File: config.mk
export PLATFORM = sky130hd
export DESIGN_NAME = page_escape_stack
export DESIGN_NICKNAME = d
export VERILOG_FILES = /design/src/rtl/pgstk_pkg.sv /design/src/rtl/pgstk_arb.sv /design/src/rtl/pgstk_unwind.sv /design/src/rtl/pgstk_next.sv /design/src/rtl/page_escape_stack.sv
export SDC_FILE = /design/constraint.sdc
export NUM_CORES = 1
export LEC_CHECK = 0
export ABC_CLOCK_PERIOD_IN_PS = 9350
export CORE_AREA = 2 2 113 115
export CTS_BUF_LIST = sky130_fd_sc_hd__clkbuf_4 sky130_fd_sc_hd__clkbuf_8 sky130_fd_sc_hd__clkbuf_16
export DETAILED_ROUTE_END_ITERATION = 16
export DIE_AREA = 0 0 115 117
export DONT_BUFFER_PORTS = 1
export PLACE_DENSITY_LB_ADDON = 0.15
export RECOVER_POWER = 50
export SKIP_LAST_GASP = 1
export SLEW_MARGIN = 20
export SYNTH_ARGS = -nofsm -noshare
export SYNTH_HDL_FRONTEND = slang
export SYNTH_HIERARCHICAL = 1
export SYNTH_SLANG_ARGS = --single-unit
File: constraint.sdc
create_clock -name clk -period 9.35 [get_ports clk]
set_clock_uncertainty 0.1 [all_clocks]
set_input_delay 1.87 -clock clk [delete_from_list [all_inputs] [get_ports clk]]
set_output_delay 1.87 -clock clk [all_outputs]
set_load 0.05 [all_outputs]
File: src/rtl/pgstk_pkg.sv
package pgstk_pkg;

  typedef enum logic [1:0] {
    ESC_NONE  = 2'b00,
    ESC_PUSH  = 2'b01,
    ESC_POP   = 2'b10,
    ESC_CLEAR = 2'b11
  } esc_op_e;

  typedef enum logic [2:0] {
    EV_IDLE   = 3'd0,
    EV_CSR    = 3'd1,
    EV_CMD    = 3'd2,
    EV_BRANCH = 3'd3,
    EV_RETIRE = 3'd4
  } ev_e;

endpackage

File: src/rtl/pgstk_arb.sv
module pgstk_arb
  import pgstk_pkg::*;
(
  input  logic       csr_we_i,
  input  logic       cmd_valid_i,
  input  logic [1:0] cmd_op_i,
  input  logic       branch_i,
  input  logic       retire_i,
  output ev_e        ev_o
);

  logic cmd_live;
  assign cmd_live = cmd_valid_i && (cmd_op_i != ESC_NONE);

  always_comb begin
    if (csr_we_i)      ev_o = EV_CSR;
    else if (cmd_live) ev_o = EV_CMD;
    else if (branch_i) ev_o = EV_BRANCH;
    else if (retire_i) ev_o = EV_RETIRE;
    else               ev_o = EV_IDLE;
  end

endmodule

File: src/rtl/pgstk_unwind.sv
module pgstk_unwind #(
  parameter int N_ENT  = 4,
  parameter int PAGE_W = 3,
  parameter int LEN_W  = 4
) (
  input  logic [N_ENT*(PAGE_W+LEN_W)-1:0] ent_i,
  input  logic [$clog2(N_ENT+1)-1:0]      depth_i,
  output logic [$clog2(N_ENT+1)-1:0]      keep_o
);

  localparam int ENT_W = PAGE_W + LEN_W;
  localparam int DEP_W = $clog2(N_ENT + 1);

  logic [N_ENT-1:0] perm_live;

  for (genvar g = 0; g < N_ENT; g++) begin : g_perm
    assign perm_live[g] = (&ent_i[g*ENT_W+PAGE_W +: LEN_W]) &&
                          (DEP_W'(g) < depth_i);
  end

  // highest live permanent entry bounds the unwind
  always_comb begin
    keep_o = '0;
    for (int i = 0; i < N_ENT; i++) begin
      if (perm_live[i]) keep_o = DEP_W'(i + 1);
    end
  end

endmodule

File: src/rtl/pgstk_next.sv
module pgstk_next
  import pgstk_pkg::*;
#(
  parameter int N_ENT  = 4,
  parameter int PAGE_W = 3,
  parameter int LEN_W  = 4
) (
  input  ev_e                                           ev_i,
  input  logic [1:0]                                    cmd_op_i,
  input  logic [PAGE_W-1:0]                             cmd_page_i,
  input  logic [LEN_W-1:0]                              cmd_len_i,
  input  logic [N_ENT*(PAGE_W+LEN_W)+$clog2(N_ENT+1)-1:0] csr_wdata_i,
  input  logic [N_ENT*(PAGE_W+LEN_W)-1:0]               ent_i,
  input  logic [$clog2(N_ENT+1)-1:0]                    depth_i,
  input  logic [$clog2(N_ENT+1)-1:0]                    keep_i,
  output logic [N_ENT*(PAGE_W+LEN_W)-1:0]               ent_o,
  output logic [$clog2(N_ENT+1)-1:0]                    depth_o,
  output logic                                          ovf_o
);

  localparam int ENT_W = PAGE_W + LEN_W;
  localparam int DEP_W = $clog2(N_ENT + 1);
  localparam int STK_W = N_ENT * ENT_W;
  localparam logic [DEP_W-1:0] DEP_FULL = DEP_W'(N_ENT);
  localparam logic [LEN_W-1:0] LEN_PERM = '1;
  localparam logic [LEN_W-1:0] LEN_ONE  = LEN_W'(1);

  logic [STK_W-1:0] ent_raw;
  logic [DEP_W-1:0] wr_dep;
  int               top_idx;
  logic [LEN_W-1:0] top_len;

  assign wr_dep  = csr_wdata_i[STK_W +: DEP_W];
  assign top_idx = (depth_i == '0) ? 0 : int'(depth_i) - 1;
  assign top_len = ent_i[top_idx*ENT_W+PAGE_W +: LEN_W];

  always_comb begin
    ent_raw = ent_i;
    depth_o = depth_i;
    ovf_o   = 1'b0;
    unique case (ev_i)
      EV_CSR: begin
        ent_raw = csr_wdata_i[STK_W-1:0];
        depth_o = (wr_dep > DEP_FULL) ? DEP_FULL : wr_dep;
      end
      EV_CMD: begin
        unique case (cmd_op_i)
          ESC_PUSH: begin
            if (cmd_len_i != '0) begin
              if (depth_i == DEP_FULL) begin
                ovf_o = 1'b1;
              end else begin
                ent_raw[int'(depth_i)*ENT_W +: ENT_W] = {cmd_len_i, cmd_page_i};
                depth_o = depth_i + DEP_W'(1);
              end
            end
          end
          ESC_POP: begin
            if (depth_i != '0) depth_o = depth_i - DEP_W'(1);
          end
          ESC_CLEAR: depth_o = '0;
          default: ;
        endcase
      end
      EV_BRANCH: depth_o = keep_i;
      EV_RETIRE: begin
        if (depth_i != '0 && top_len != LEN_PERM) begin
          if (top_len == LEN_ONE) depth_o = depth_i - DEP_W'(1);
          else ent_raw[top_idx*ENT_W+PAGE_W +: LEN_W] = top_len - LEN_ONE;
        end
      end
      default: ;
    endcase
  end

  // slots at or above the new depth are cleared
  always_comb begin
    ent_o = ent_raw;
    for (int i = 0; i < N_ENT; i++) begin
      if (DEP_W'(i) >= depth_o) ent_o[i*ENT_W +: ENT_W] = '0;
    end
  end

endmodule

File: src/rtl/page_escape_stack.sv
module page_escape_stack
  import pgstk_pkg::*;
#(
  parameter int N_ENT  = 4,
  parameter int PAGE_W = 3,
  parameter int LEN_W  = 4
) (
  input  logic                                             clk,
  input  logic                                             rst_n,
  input  logic                                             retire_i,
  input  logic                                             branch_i,
  input  logic                                             cmd_valid_i,
  input  logic [1:0]                                       cmd_op_i,
  input  logic [PAGE_W-1:0]                                cmd_page_i,
  input  logic [LEN_W-1:0]                                 cmd_len_i,
  input  logic                                             csr_we_i,
  input  logic [N_ENT*(PAGE_W+LEN_W)+$clog2(N_ENT+1)-1:0]  csr_wdata_i,
  output logic [N_ENT*(PAGE_W+LEN_W)+$clog2(N_ENT+1)-1:0]  csr_rdata_o,
  output logic [PAGE_W-1:0]                                page_o,
  output logic                                             page_active_o,
  output logic [$clog2(N_ENT+1)-1:0]                       depth_o,
  output logic                                             overflow_o
);

  localparam int ENT_W = PAGE_W + LEN_W;
  localparam int DEP_W = $clog2(N_ENT + 1);
  localparam int STK_W = N_ENT * ENT_W;
  localparam logic [DEP_W-1:0] DEP_FULL = DEP_W'(N_ENT);
  localparam logic [LEN_W-1:0] LEN_PERM = '1;

  logic [STK_W-1:0] ent_q, ent_d;
  logic [DEP_W-1:0] dep_q, dep_d, keep;
  logic             ovf_q, ovf_d;
  ev_e              ev;
  int               top_idx;
  logic [ENT_W-1:0] top_ent;
  logic [LEN_W-1:0] top_len;

  pgstk_arb u_arb (
    .csr_we_i    (csr_we_i),
    .cmd_valid_i (cmd_valid_i),
    .cmd_op_i    (cmd_op_i),
    .branch_i    (branch_i),
    .retire_i    (retire_i),
    .ev_o        (ev)
  );

  pgstk_unwind #(.N_ENT(N_ENT), .PAGE_W(PAGE_W), .LEN_W(LEN_W)) u_unwind (
    .ent_i   (ent_q),
    .depth_i (dep_q),
    .keep_o  (keep)
  );

  pgstk_next #(.N_ENT(N_ENT), .PAGE_W(PAGE_W), .LEN_W(LEN_W)) u_next (
    .ev_i        (ev),
    .cmd_op_i    (cmd_op_i),
    .cmd_page_i  (cmd_page_i),
    .cmd_len_i   (cmd_len_i),
    .csr_wdata_i (csr_wdata_i),
    .ent_i       (ent_q),
    .depth_i     (dep_q),
    .keep_i      (keep),
    .ent_o       (ent_d),
    .depth_o     (dep_d),
    .ovf_o       (ovf_d)
  );

  always_ff @(posedge clk or negedge rst_n) begin
    if (!rst_n) begin
      ent_q <= '0;
      dep_q <= '0;
      ovf_q <= 1'b0;
    end else begin
      ent_q <= ent_d;
      dep_q <= dep_d;
      ovf_q <= ovf_d;
    end
  end

  assign top_idx = (dep_q == '0) ? 0 : int'(dep_q) - 1;
  assign top_ent = ent_q[top_idx*ENT_W +: ENT_W];
  assign top_len = top_ent[PAGE_W +: LEN_W];

  assign csr_rdata_o   = {dep_q, ent_q};
  assign depth_o       = dep_q;
  assign page_active_o = (dep_q != '0);
  assign page_o        = page_active_o ? top_ent[PAGE_W-1:0] : '0;
  assign overflow_o    = ovf_q;


  dep_max_chk: assert property (@(posedge clk) disable iff (!rst_n)
    dep_q <= DEP_FULL);


  full_push_chk: assert property (@(posedge clk) disable iff (!rst_n)
    (ev == EV_CMD && cmd_op_i == ESC_PUSH && cmd_len_i != '0 && dep_q == DEP_FULL)
    |=> (ovf_q && $stable(dep_q) && $stable(ent_q)));


  pop_empty_chk: assert property (@(posedge clk) disable iff (!rst_n)
    (ev == EV_CMD && cmd_op_i == ESC_POP && dep_q == '0) |=> (dep_q == '0));


  clear_all_chk: assert property (@(posedge clk) disable iff (!rst_n)
    (ev == EV_CMD && cmd_op_i == ESC_CLEAR) |=> (dep_q == '0 && ent_q == '0));


  perm_hold_chk: assert property (@(posedge clk) disable iff (!rst_n)
    (ev == EV_RETIRE && dep_q != '0 && top_len == LEN_PERM)
    |=> ($stable(dep_q) && $stable(ent_q)));


  branch_stop_chk: assert property (@(posedge clk) disable iff (!rst_n)
    (ev == EV_BRANCH) |=> (dep_q == '0 || top_len == LEN_PERM));

endmodule

==> flow_results.org, run 1 <==
** Drt
- Dividing the detail-routed via count by the number of cells gives 8.19.
- In this run, the number of DRC markers left after iteration 0 of detailed routing was ~1400.
- Dividing the detail-routed wire length by the instance count gives between 20 and 30 um.
- Via count of the routed design :: 8382
- For this run, the detailed router's first-pass iteration total came to 6.
- For this run, design rule violations remaining after detail routing come to 0.
- Final routed wirelength across all metal layers :: 30100 um
- The detail route stage leaves a number of antenna-violating nets equal to 0.

** Worst setup path
- Crit path cell chain :: inv_1 > ha_1 > inv_1 > nor2_1 > clkinv_1 > ha_2 > buf_4 > fa_1 > fa_1 > buf_4 > mux4_2 > mux4_2 > nor2_1 > a2111oi_4 > inv_1 > ha_1 > nor2b_1 > a211oi_1 > and2_1 > or2_2 > a21oi_1 > or4_1 > a31oi_1
- Worst Setup Path Type :: reg -> reg
- Crit end category :: register
- Worst path arrival time :: 8320 ps
- Library cell contributing the largest single delay on the critical path :: sky130_fd_sc_hd__dfrtp_2
- For the worst setup path, the data required time is 9460 ps.
- Most numerous cell on the critical path :: sky130_fd_sc_hd__inv_1
- In this run the worst path has a maximum fanout of 51.
- Longest individual stage delay on the worst path :: 920 ps
- The worst setup path is launched from a register.

** Hold path
- Worst Hold Class :: reg -> reg

** Synth
- The netlist uses 101 different library cells.
- The number of nets handed over by synthesis was roughly 1000.
- In this run the biggest area consumer among cell types represents 11.1% of the synthesized area.
- For this run, asynchronously set or reset flops after synthesis account for 100%.
- Number of enable flip-flop cells after synthesis :: 0
- Primary FF master, synth :: sky130_fd_sc_hd__dfrtp_1
- By area the synthesized netlist is led by sky130_fd_sc_hd__dfrtp_1 (11%), sky130_fd_sc_hd__mux4_2 (6.9%), sky130_fd_sc_hd__mux4_1 (5.1%).
- Synthesis produced 919 cells.
- For this run, the register share of the synthesized area comes to 11.1%.
- Flop and latch count out of synthesis :: 32
- Mean cell area of the mapped netlist :: 7.84 sq um
- The largest total area in the synthesized netlist belongs to sky130_fd_sc_hd__dfrtp_1.
- Ys Warns :: 6
- The cell area that synthesis handed to floorplanning was roughly 7200 sq um.

** Global routing
- Across every metal layer, demand over resource in global routing totals 44.6%.
- The number of global-route vias before repair is 7804.
- The initial antenna violation count is 0.
- First-pass GRT wire length :: 45700 um
- Summed over all layers, the global routing overflow is 0.
- Entering global routing, the biggest net connects 52 pins.

** STA
- In the final timing run, aggregate negative setup slack is 0 ps.
- The final-report hold violation count is 0.
- Setup violations remaining at the end of the flow were counted as 0.
- Min Clock Period, post-route :: 8210 ps
- Worst relative slew slack :: -3.35%
- The total count of max-transition violations in the final report came to 11.
- After layout, the worst path uses 87.8% of the clock period.
- For the pin with the worst max-slew slack, the measured transition is approximately 1600 ps.
- Static timing analysis puts the maximum clock frequency at roughly 120 MHz.
- Setup repair after global routing left no endpoint under its margin.

** Die
- Die Span X :: 115 um
- During I/O placement, the number of pins put on the boundary was between 80 and 90.
- Measured along the y axis, the die boundary spans 117 um.
- Initial Util :: 58.5%
- DIE AREA :: 13500 sq um
- Placeable core region :: 12300 sq um
- The floorplan has 41 rows.

** Clock tree
- Clk sink count :: 32
- Clock-pin slew was measured on the worst setup and hold paths at ~50 ps.
- The tree is rooted in a sky130_fd_sc_hd__clkbuf_16.
- Hold-fix buffer count after cts :: 0
- Clock latency on the worst-skew pair, taken at its later pin, is just under 300 ps.
- CTS tree :: yes
- Post-CTS resize count :: 0
- Counting along the longest clock path gives a buffer depth of 2.
- Total clock buffers created by CTS :: 5
- The H-tree was split into 2 levels.
- Post-CTS setup repair buffer count :: 0

** Final layout
- Antenna Cells :: 0
- Share of final-layout standard cells stronger than drive strength 1 :: 11.1%
- Compared with the post-synthesis result, the final layout area differs by 1.98%.
- Final #Nets :: 950
- Measured on the finished design, the core utilization comes to 59.6%.

** Place
- Dpl hpwl :: 21200 um
- Number of input and output port buffers inserted :: 0
- At the end of routability-driven placement, the weighted congestion stood at 1.03.

** Job
- Max_cap viols :: 1

** Run status
- Result of the run :: finished, violations left
- The final reports fail on max-capacitance violations, max-slew violations.
-- worst max-delay path: cells and delay by family, from the launching register on --
kind | cells | cell delay (ps)
compound gates | 4 | 1300
mux | 2 | 460
buf+inv | 6 | 1780
simple gates | 6 | 1160
flops | 1 | 920
fa+ha+maj | 5 | 2380
-- sequential cells by signal, summed over array words and instances (netlist names) --
| name | flops |
|---|---|
| depth_o | 3 |
| ent_q | 28 |
| overflow_o | 1 |
-- area by class of cell --
class,instances,area [sq um]
Sequential cell,32,803
Tap cell,150,188
Clock buffer,6,139
Timing Repair Buffer,22,154
Multi-Input combinational cell,781,5930
Fill cell,1148,4970
Inverter,30,118
Clock inverter,2,10.0
-- path summary, 6_finish.rpt --
kind / startpoint / endpoint / slack [ps] / depth (start not counted)
setup / recovery: depth_o[1]$_DFF_PN0_ / ent_q[26]$_DFF_PN0_ / 1140 / 23
hold / removal: depth_o[0]$_DFF_PN0_ / ent_q[9]$_DFF_PN0_ / 850 / 4
setup reg to reg: depth_o[1]$_DFF_PN0_ / ent_q[26]$_DFF_PN0_ / 1140 / 23
hold reg to reg: depth_o[0]$_DFF_PN0_ / ent_q[9]$_DFF_PN0_ / 850 / 4
max in group asynchronous: rst_n / depth_o[0]$_DFF_PN0_ / 7880 / 0
min in group asynchronous: rst_n / ent_q[5]$_DFF_PN0_ / 1170 / 0
-- metal layers --
layer	global-route usage [%]	wire length, um	share of wire (%)	up-vias
met5	0	0	0	-
met4	23.7	1790	5.9	0
met3	11.7	4010	13	155
met2	68.9	13400	44	764
met1	57.4	10900	36	3961
li1	-	-	-	3502
-- kinds of logic after synthesis --
family | share of synthesized area (%)
muxes | 17.9
AOI/OAI and AO/OA | 31.6
and+or+nand+nor | 23.5
buffers and inverters | 6.66
DFF | 11.1
adders and majority gates | 5.87
xor gates and xnor gates | 3.28
-- cell usage after synthesis, drive strengths merged (4+ instances only) --
library cell and count:
a2111oi 4, a211o 5, a211oi 21, a21o 8, a21oi 70, a221oi 4
a22oi 6, a311o 4, a311oi 5, a31oi 30, a32oi 4, a41oi 4
and2 12, and3 12, buf 27, clkbuf 49, dfrtp 32, ha 29
inv 27, mux2 6, mux2i 36, mux4 36, nand2 93, nand2b 10
nand3 35, nand3b 6, nand4 28, nor2 69, nor2b 11, nor3 26
nor4 6, o2111ai 6, o211ai 16, o21a 7, o21ai 35, o21bai 5
o221ai 5, o22a 8, o22ai 25, o311ai 4, or2 4, or3 8
or4 4, xnor2 19, xor2 5
-- cells in the final DEF, fill, tap and decap left out, types with 20 or more instances in the layout --
master / n
sky130_fd_sc_hd__nand2_1: 92
sky130_fd_sc_hd__mux4_2: 22
sky130_fd_sc_hd__nand4_1: 28
sky130_fd_sc_hd__o21ai_0: 29
sky130_fd_sc_hd__inv_1: 26
sky130_fd_sc_hd__a31oi_1: 30
sky130_fd_sc_hd__o22ai_1: 25
sky130_fd_sc_hd__dfrtp_1: 30
sky130_fd_sc_hd__nand3_1: 34
sky130_fd_sc_hd__mux2i_1: 36
sky130_fd_sc_hd__nor3_1: 22
sky130_fd_sc_hd__nor2_1: 66
sky130_fd_sc_hd__a21oi_1: 65
sky130_fd_sc_hd__ha_1: 28
sky130_fd_sc_hd__a211oi_1: 20
-- metrics by stage --
stage / hold WS (ps) / setup WS (ps) / std cells / cell area, sq um
finish: 851 / 1140 / 1023 / 7340
global route: 837 / 742 / 1023 / 7340
CTS: 741 / 1370 / 1022 / 7350
detailed placement: 736 / 1400 / 1014 / 7200
global placement: 728 / 1670 / 1014 / 7200
floorplan: 726 / 1690 / 919 / 7200
Power of run 1 is not shown: default switching activity piles up to over one toggle a cycle in this logic, so the estimate is an artifact.
==> run 2: changes to the inputs <==
- CORE_AREA: 2 2 113 115 -> 10 10 121 123
- DIE_AREA: 0 0 115 117 -> 0 0 131 133
==> run 2 against run 1 <==
Against the previous run:
- the flow still finishes with violations (max-capacitance violations, max-slew violations)
- global-route usage down 11 points
- worst setup slack worse by 200 ps
- flip-flop and latch count unchanged
- sequential share of layout area down 0.064 points
- worst hold slack worse by 36 ps
- via count down 0.79%
- routed wire length up 1.6%
- cell count up 2.3%
- clock-buffer cell count down 1
- critical path depth up 3
- critical path type unchanged
==> flow_results.org, run 2 (synthesis results as in run 1) <==
** Worst setup path
- The count of buffering cells on the critical path with inverters included is 7 (+1).
- Longest individual stage delay on the worst path :: 730 ps (-190 ps)
- The data required time of the worst path was 9460 ps (about the same).
- The worst setup path is captured at a register.
- Worst flop-to-flop path startpoint :: depth_o[1]$_DFF_PN0_
- Reg-to-reg endpoint :: ent_q[26]$_DFF_PN0_
- In this design, the largest share of critical-path delay is due to compound AO/OA/AOI/OAI gates.
- Worst Setup Path Type :: reg -> reg
- R2r setup slk :: 940 ps (-200 ps)
- The slowest stage of the critical path is the sky130_fd_sc_hd__dfrtp_2 cell.
- Worst path arrival time :: 8520 ps (+200 ps)
- Kind of start point of the critical path :: register
- The worst reg-to-reg path cell count came to 26 (+13%).
- The top fanout value on the critical path was 21 (-59%).

** Drt
- Met2 routed wirelength :: 13400 um (+0.18%)
- The detailed-route wire length was 30600 um (+1.6%).
- Signal routing reaches up to met4.
- Post-detailed-route DRC marker count :: 0 (unchanged)
- Number of DRC markers after the initial detailed-route iteration :: 1503 (+4.3%)
- The length of the first detailed-routing pass in iterations is 6 (unchanged).
- Post-DR vias/cell :: 7.94 (-3.1%)
- The detailed route wirelength on metal3 came to 4330 um (+8.0%).
- The average routed wire per standard cell came to 29.2 um (-0.73%).
- The length of routed wiring on met1 came to 11100 um (+1.1%).
- Post-route ant nets :: 0 (unchanged)
- Via count of the routed design :: 8316 (-0.79%)

** STA
- The slew of the pin with the lowest slew margin came to 1570 ps (+24.3 ps).
- The accumulated negative setup slack is 0 ps (unchanged).
- Worst relative slew slack :: -4.97% (-1.6 points)
- Max Transition Viols Final :: 21 (+10)
- The final critical delay including setup and external delays came to 8410 ps (+200 ps).
- Final count of negative-setup-slack endpoints :: 0 (unchanged)
- The highest attainable clock frequency is 119 MHz (-2.4%).
- Final hold violations :: 0 (unchanged)
- Fin crit share :: 89.9% (+2.1 points)
- Setup repair after global routing left no endpoint under its margin.

** Clock tree
- Clk Latency, worst-skew pair :: 290 ps (about the same)
- The TritonCTS sink count was 32 (unchanged).
- The number of H-tree branching levels was 2 (unchanged).
- Total clock buffers created by CTS :: 5 (unchanged)
- Post-CTS setup repair buffer count :: 0 (unchanged)
- The cell sitting at the root of the clock tree is a sky130_fd_sc_hd__clkbuf_16.
- Clock edge transition at the registers on the reported setup and hold paths :: 60 ps (about the same)
- Hold-fix buffer count after cts :: 0 (unchanged)
- Maximum clock path buffer count :: 2 (unchanged)
- TritonCTS built the clock tree.
- The number of gates resized after cts came to 0 (unchanged).

** Job
- The total of max-cap violations came to 2 (+1).

** Hold path
- The path class of the tightest hold or removal check is reg -> reg.
- Launch point of the worst hold path :: depth_o[2]$_DFF_PN0_
- Worst-case hold path end point :: ent_q[15]$_DFF_PN0_
- Worst hold stages :: 3 (-1)

** Global routing
- The maximum number of pins on one net before global-route repair was 44 (-15%).
- Global route overflow :: 0 (unchanged)
- Overall Global Routing Usage :: 33.5% (-11 points)
- Antenna violations before repair :: 0 (unchanged)
- The wire length of the first global-routing pass is 45600 um (-0.33%).
- Number of global-route vias before repair :: 7706 (-1.3%)

** Final layout
- The share of layout cells above drive strength 1 was 11.2% (+0.089 points).
- The number of flip-flops in the largest register was 28 (unchanged).
- Leaving out fill and tap cells, the most frequent cell in the layout is sky130_fd_sc_hd__nand2_1.
- Most frequent cells in the layout :: sky130_fd_sc_hd__nand2_1 (92), sky130_fd_sc_hd__nor2_1 (66), sky130_fd_sc_hd__a21oi_1 (65)
- Final #Nets :: 952 (+0.21%)
- The number of inserted diodes was 0 (unchanged).
- From synthesis to final layout, the design area changed by 2.75%.
- More flip-flops sit in one register than any other, and that register is ent_q.

** Place
- Dpl hpwl :: 22100 um (+4.5%)
- Number of input and output port buffers inserted :: 0 (unchanged)
- Routability Congestion :: 1.06 (+2.1%)

** Die
- Die extent in y :: 133 um (+14%)
- Initial Util :: 58.2% (-0.24 points)
- Placeable core region :: 12400 sq um (+0.42%)
- Die Span X :: 131 um (+14%)
- The I/O pin count is 85 (unchanged).
- The total number of placement rows was 41 (unchanged).
- The die area came to 17400 sq um (+29%).

** Run status
- Result of the run :: finished, violations left
- Violated checks :: max-capacitance violations, max-slew violations
-- run 2: layout make-up --
type	instances	area, sq um
clock buffer	5	125
fill	1166	4960
sequential	32	805
timing repair buffer	24	161
tap	172	215
clock inverter	3	42.5
multi-input combinational	781	5930
inverter	30	118
-- run 2: worst min-delay path: stages, from the launching register on --
cell and delay (ps):
sky130_fd_sc_hd__dfrtp_2 410, sky130_fd_sc_hd__nand2_1 160, sky130_fd_sc_hd__o211ai_1 190, sky130_fd_sc_hd__a31oi_1 100
-- run 2: worst max path at each step --
stage	slack, ps	cells after the start	endpoint	start
final	940	26	ent_q[26]$_DFF_PN0_	depth_o[1]$_DFF_PN0_
after global routing	480	26	ent_q[26]$_DFF_PN0_	depth_o[1]$_DFF_PN0_
after CTS	1140	26	ent_q[26]$_DFF_PN0_	depth_o[1]$_DFF_PN0_
after detailed placement	1170	26	ent_q[26]$_DFF_PN0_	depth_o[1]$_DFF_PN0_
after global placement	1560	26	ent_q[26]$_DFF_PN0_	depth_o[1]$_DFF_PN0_
after floorplan	1690	30	ent_q[26]$_DFF_PN0_	depth_o[0]$_DFF_PN0_
-- run 2: stage by stage --
step	hold WS, ps	std cells	instance area [sq um]	util, %	setup slack [ps]
2_1_floorplan	726	919	7200	-	1690
3_3_place_gp	727	1038	7240	58.6	1560
3_5_place_dp	748	1038	7240	58.6	1170
4_1_cts	756	1046	7410	59.9	1140
5_1_grt	844	1047	7400	59.8	476
6_report	815	1047	7400	59.8	941
-- run 2: metal layers --
metal | up-vias | GRT usage, %
li1 | 3506 | -
met1 | 3930 | 43.3
met2 | 727 | 49.7
met3 | 153 | 8.39
met4 | 0 | 18.1
met5 | - | 0
Power of run 2 is left out for the same reason.
==> run 3: changes to the inputs <==
- CTS_CLUSTER_DIAMETER: not set -> 40
==> results of run 3 <==
The final DEF is identical to that of run 2; final timing and power are the same.
Power of run 3 is left out for the same reason.
